## src/rtl/bdg_pkg.sv

```systemverilog
package bdg_pkg;
    localparam int PRE_W_DEF = 4;
    localparam int DIV_W_DEF = 12;

    // Input-clock cycles in one baud period for given settings
    function automatic int unsigned period_cycles(input int unsigned n, input int unsigned d);
        return (n + 1) * (d + 1);
    endfunction
endpackage

```

## src/rtl/bdg_limit_reg.sv

```systemverilog
module bdg_limit_reg #(
    parameter int W = 4
) (
    input  logic         clk,
    input  logic         rst,
    input  logic         load,
    input  logic [W-1:0] set_i,
    output logic [W-1:0] lim_o
);
    typedef struct packed {
        logic [W-1:0] lim;
    } lim_st_t;

    lim_st_t st_d, st_q;

    always_comb begin
        st_d = st_q;
        if (load) begin
            st_d.lim = set_i;
        end
    end

    always_ff @(posedge clk) begin
        if (rst) begin
            st_q <= '{lim: set_i};
        end else begin
            st_q <= st_d;
        end
    end

    assign lim_o = st_q.lim;

    // active limit only moves on a reload
    p_limit_holds_r4: assert property (@(posedge clk) disable iff (rst)
        (!$past(rst) && !$past(load)) |-> $stable(lim_o));
endmodule

```

## src/rtl/bdg_count_stage.sv

```systemverilog
module bdg_count_stage #(
    parameter int W = 4
) (
    input  logic         clk,
    input  logic         rst,
    input  logic         en_i,
    input  logic [W-1:0] lim_i,
    output logic         wrap_o,
    output logic         tick_o
);
    typedef struct packed {
        logic [W-1:0] cnt;
        logic         tick;
    } cnt_st_t;

    cnt_st_t st_d, st_q;
    logic    at_lim;

    assign at_lim = (st_q.cnt == lim_i);
    assign wrap_o = en_i && at_lim;

    always_comb begin
        st_d      = st_q;
        st_d.tick = 1'b0;
        if (en_i) begin
            if (at_lim) begin
                st_d.cnt  = '0;
                st_d.tick = 1'b1;
            end else begin
                st_d.cnt = st_q.cnt + W'(1);
            end
        end
    end

    always_ff @(posedge clk) begin
        if (rst) begin
            st_q <= '0;
        end else begin
            st_q <= st_d;
        end
    end

    assign tick_o = st_q.tick;

    // count never passes the active limit
    p_cnt_in_range_r2: assert property (@(posedge clk) disable iff (rst)
        st_q.cnt <= lim_i);

    // a tick is always caused by an input enable one cycle earlier
    p_tick_needs_en_r3: assert property (@(posedge clk) disable iff (rst)
        tick_o |-> $past(en_i));

    // first cycle out of reset is quiet
    p_quiet_after_reset_r1: assert property (@(posedge clk) disable iff (rst)
        $past(rst) |-> !tick_o);
endmodule

```

## src/rtl/baud_rate_gen.sv

```systemverilog
module baud_rate_gen
    import bdg_pkg::*;
#(
    parameter int PRE_W = PRE_W_DEF,
    parameter int DIV_W = DIV_W_DEF
) (
    input  logic             clk,
    input  logic             rst,
    input  logic [PRE_W-1:0] presc_sel,
    input  logic [DIV_W-1:0] div_sel,
    output logic             sys_en,
    output logic             baud_tick
);
    logic [PRE_W-1:0] pre_lim;
    logic [DIV_W-1:0] div_lim;
    logic             pre_wrap;
    logic             div_wrap;

    // Stage 1: prescaler, counts every input clock
    bdg_limit_reg #(.W(PRE_W)) u_pre_lim (
        .clk   (clk),
        .rst   (rst),
        .load  (pre_wrap),
        .set_i (presc_sel),
        .lim_o (pre_lim)
    );

    bdg_count_stage #(.W(PRE_W)) u_pre_cnt (
        .clk    (clk),
        .rst    (rst),
        .en_i   (1'b1),
        .lim_i  (pre_lim),
        .wrap_o (pre_wrap),
        .tick_o (sys_en)
    );

    // Stage 2: divider, counts system enables
    bdg_limit_reg #(.W(DIV_W)) u_div_lim (
        .clk   (clk),
        .rst   (rst),
        .load  (div_wrap),
        .set_i (div_sel),
        .lim_o (div_lim)
    );

    bdg_count_stage #(.W(DIV_W)) u_div_cnt (
        .clk    (clk),
        .rst    (rst),
        .en_i   (sys_en),
        .lim_i  (div_lim),
        .wrap_o (div_wrap),
        .tick_o (baud_tick)
    );

    // a baud tick is always preceded by a system enable
    p_baud_after_sys_r3: assert property (@(posedge clk) disable iff (rst)
        baud_tick |-> $past(sys_en));
endmodule

```

## config.mk

```make
export PLATFORM = sky130hd
export DESIGN_NAME = baud_rate_gen
export DESIGN_NICKNAME = d
export VERILOG_FILES = /design/src/rtl/bdg_pkg.sv /design/src/rtl/bdg_limit_reg.sv /design/src/rtl/bdg_count_stage.sv /design/src/rtl/baud_rate_gen.sv
export SDC_FILE = /design/constraint.sdc
export NUM_CORES = 1
export LEC_CHECK = 0
export ABC_AREA = 1
export ABC_CLOCK_PERIOD_IN_PS = 4600
export CAP_MARGIN = 5
export CORE_AREA = 5 5 47 90
export DETAILED_ROUTE_END_ITERATION = 16
export DIE_AREA = 0 0 52 95
export PLACE_DENSITY = 0.66
export SLEW_MARGIN = 20
export SYNTH_ARGS = -nofsm -noshare
export SYNTH_HDL_FRONTEND = slang
export SYNTH_SLANG_ARGS = --single-unit
```

## constraint.sdc

```tcl
create_clock -name clk -period 4.6 [get_ports clk]
set_clock_uncertainty 0.1 [all_clocks]
set_input_delay 0.92 -clock clk [delete_from_list [all_inputs] [get_ports clk]]
set_output_delay 0.92 -clock clk [all_outputs]
set_load 0.02 [all_outputs]
```

Word-level counts from Yosys, hierarchy flattened:

Index checks and enable logic that the tools add are counted.

* register bits after elaboration: 34
* latch bits: 0
* RAM bits: 0
* bits in read-only memories: 0
* input bits: 18
* output and inout port bits: 2
* word-level logic and storage cells: 23
* memories: 0

* $add $sub $neg: 2
* multipliers: 0
* divide/modulo/power cells: 0
* order comparisons: 0
* equal/unequal tests: 2
* shift-type cells: 0
* multiplexer cells: 7
* bitwise logic cells: 1
* reductions and logical operators: 5

Operators with widths (count)
* 12-bit two-way mux: 3
* 12-bit by 1-bit adder with 12-bit output (second input constant): 1
* 12-bit == test: 1
* 4-bit two-way mux: 2
* 4-bit by 1-bit adder with 4-bit output (second input constant): 1
* 4-bit == test: 1
* 2-bit nonzero test: 2
* 2-bit OR reduction: 2
* 1-bit two-way mux: 2
* 1-bit logical AND: 1
* 1-bit inverter: 1

Depth between registers and ports, before layout:

* depth after elaboration: 4
* mapped depth: 10
* gate-level depth less buffers: 9

By module:

From an unflattened synthesis, not the netlist that was laid out.

* cell total of the unflattened synthesis: 200
* area total of the unflattened synthesis: 1656.6 um^2

By module, submodules not included
* bdg_count_stage at u_div_cnt: instances 1, cells an instance 137, area an instance 867.1 um^2
* bdg_limit_reg at u_div_lim: instances 1, cells an instance 15, area an instance 371.6 um^2
* bdg_count_stage at u_pre_cnt: instances 1, cells an instance 40, area an instance 282.8 um^2
* bdg_limit_reg at u_pre_lim: instances 1, cells an instance 7, area an instance 131.4 um^2
* baud_rate_gen: instances 1, cells an instance 1, area an instance 3.8 um^2

Worst setup path after synthesis:

Ideal clock, no wire load.

* path kind: input to register
* start: in rst
* end: reg u_div_lim.st_q (netlist bit u_div_lim.lim_o[0]) (enable)
* arrival: 1.215 ns
* required time: 4.194 ns
* slack: 2.978 ns
* cell stages on the path: 3
* buffers on the path: 1
* cells stage by stage: inv_1 nand2_2 buf_6

* word-level cells in the longest chain between the ends: 1

Ends and longest elaborated chain
* from (decl): line baud_rate_gen.sv:8 `input logic rst,`
* 2-bit nonzero test (no source line)
* to (signal assigned): line bdg_limit_reg.sv:25 `st_q <= '{lim: set_i};`
* to (signal assigned): line bdg_limit_reg.sv:27 `st_q <= st_d;`
* to (decl): line bdg_limit_reg.sv:14 `lim_st_t st_d, st_q;`

Every way passes these cells.
A chain may end at the register's enable or synchronous reset.

Worst setup path in the final report:

* start: reg u_pre_cnt.st_q (netlist bit u_pre_cnt.tick_o)
* end: out sys_en

RTL lines
* from (decl): line bdg_count_stage.sv:16 `cnt_st_t st_d, st_q;`
* from (signal assigned): line bdg_count_stage.sv:39 `st_q <= st_d;`
* to (decl): line baud_rate_gen.sv:11 `output logic sys_en,`

No word-level cell between the ends.

==> run metrics <==
CTS Sinks=34; Peak Freq=about 0.41 GHz; Clk pin slew, worst setup/hold paths=~0.060 ns; Seq/Total Area, Yosys=between 50% and 60%; Overflow after GRT=0; cts hold-fix bufs=0; # diodes=0; most frequent cells in the layout=45 x nand2_1, 27 x nor2_1, 26 x inv_1; Post-DP HPWL=1820 microns; CTS Root Buffer Type=clkbuf_8; Reg area=about 840 sq um; IO Port Bufs=19; Worst slew margin=between 60 and 70%; Synth Area per Inst=about 8.7 sq um; Chip Width=52 microns; effective utilization at floorplan=42.7%; Max-Cap Viols=0; first-pass GRT wire length=between 4000 and 5000 microns; fraction of layout cells with a size suffix above 1=between 4 and 5%; P_leak=roughly 0.7 nW; Crit-path slowest cell=clkdlybuf4s50_1; H-tree depth=2; synthesis-to-finish area growth=21.4%; Final Critical Period=between 2 and 2.5 ns; RSZ-0062 raised after global routing=false; Worst Path Required=about 3.6 ns; DR vias=~1.1k; TritonCTS clock tree=built; Final nets=~220; Warnings, synthesis=0; Avg Vias per Cell=4.33; met1 wire length=approximately 1100 microns; max-slew violation count=0; Met3 Wirelength=approximately 110 microns; Fill cells=351; Cell variety after synth=19; commonest non-fill, non-tap cell in the layout=nand2_1; vias in the first global route=about 1.1k; Tcrit/Tclk final=a little over half; met2 WL=~1100 microns; Largest stage delay, worst path=between 0.6 and 0.7 ns; Post-CTS Repair Setup Buffers=0; largest net degree at the start of global routing=25; final setup TNS=0 ns; die area=4940 sq um; GR Util All Layers=11.7%; CP endpoint kind=output port; IO Count=20; Startpoint Class=flop; Max clock buf depth=2; antenna violations before repair=0; critical path class=reg -> out; count of final hold-check violations=0; area occupied by multi-input gates=546 sq um; Hold WC Path Type=reg -> reg; PD cells=between 300 and 400 nW/um^2; Worst Path Buf+Inv=1; Resized cells post-CTS=0; Arr. time, crit path=1.43 ns; Syn Nets=194; flops & latches, synth=34; Max VDD drop=252 uV; row count=31; drt initial violations=25; Post-Syn Instances=174; crit-path leading delay family=buffers and inverters; final WL=about 2400 microns; Mapped Area=~1500 sq um; Post-DRT Antenna Nets=0; worst skew pair latency=between 0.2 and 0.3 ns; # DRC=0; Finish-stage setup viols=0; CP Cell Sequence=clkdlybuf4s50_1; DR WL/cell=between 9 and 10 microns; actual slew at the worst max-slew pin=between 0.4 and 0.5 ns; crit-path max FO=7; outcome=complete, no violations; Placer Congestion=between 0.8 and 0.9; highest metal used=met4; CTS buffer count=5; CORE AREA=around 3500 sq um; TritonRoute pass-1 iters=4; Total Power=roughly 0.00060 W; die height=between 90 and 100 microns
[kinds of logic after synthesis]
| logic type | count (synthesis) | synth area share (%) |
|---|---|---|
| AO/OA/AOI/OAI | 4 | 1.33 |
| XOR/XNOR | 14 | 8.14 |
| adder cells (fa/ha/maj) | 2 | 1.66 |
| buffers and inverters | 29 | 7.97 |
| flip-flops | 34 | 55.8 |
| multiplexers | 1 | 0.664 |
| AND/OR/NAND/NOR | 90 | 24.4 |
[registers in the layout, summed over array words and instances, names as in the netlist]
register / count
u_div_cnt.tick_o: 1
u_div_lim.lim_o: 12
u_pre_cnt.tick_o: 1
u_pre_cnt.st_q: 4
u_div_cnt.st_q: 12
u_pre_lim.lim_o: 4
[worst paths after layout]
kind / startpoint / endpoint / slack [ns] / cells past startpoint
hold reg to reg: u_pre_cnt.st_q[1]$_SDFF_PP0_ / u_pre_cnt.st_q[1]$_SDFF_PP0_ / 0.38 / 1
setup / recovery: u_pre_cnt.tick_o$_SDFF_PP0_ / sys_en / 2.15 / 1
setup reg to reg: u_div_cnt.st_q[8]$_SDFFE_PP0P_ / u_div_lim.lim_o[9]$_DFFE_PP_ / 2.77 / 8
hold / removal: u_pre_cnt.st_q[1]$_SDFF_PP0_ / u_pre_cnt.st_q[1]$_SDFF_PP0_ / 0.38 / 1
[per-layer routing]
metal,GRT usage (%),vias to the layer above
li1,-,583
met5,0,-
met3,4.42,7
met2,19.7,22
met4,6.56,0
met1,12.1,463
[where the power goes]
| part | internal [W] | switching [W] |
|---|---|---|
| sequential | 0.000331 | 0.00000827 |
| combinational | 0.0000247 | 0.0000175 |
| clock | 0.000117 | 0.0000975 |
| total | 0.000473 | 0.000123 |
[cells in the mapped netlist (all sizes together)]
master / n / area, sq um
o21ai: 4 / 20.0
nand2: 46 / 175
xnor2: 8 / 70.1
nand3: 8 / 40.0
or2: 1 / 6.26
buf: 2 / 18.8
nor3: 4 / 20.0
xor2: 6 / 52.6
dfxtp: 18 / 360
nand4: 3 / 18.8
mux2i: 1 / 10.0
ha: 2 / 25.0
inv: 27 / 101
edfxtp: 16 / 480
nor2: 28 / 108
[per-stage QoR]
stage          instances  worst slack [ns]  cell area, sq um  hold WS, ns  util (%)
3_3_place_gp         240              2.24              1740        0.358      49.3
2_1_floorplan        174              2.98              1510        0.340         -
5_1_grt              248              2.10              1830        0.403      51.8
3_5_place_dp         240              2.22              1740        0.372      49.3
6_report             248              2.15              1830        0.385      51.8
4_1_cts              248              2.14              1830        0.387      51.8
[cell type report]
cell class / count / share of cell area, %
clock buffer: 6 / 4.51
clock inverter: 2 / 0.410
inverter: 27 / 5.54
multi-input combinational: 111 / 29.8
sequential: 34 / 46.0
tap: 49 / 3.35
timing repair buffer: 19 / 10.4
(Power assumes the default switching activity.)
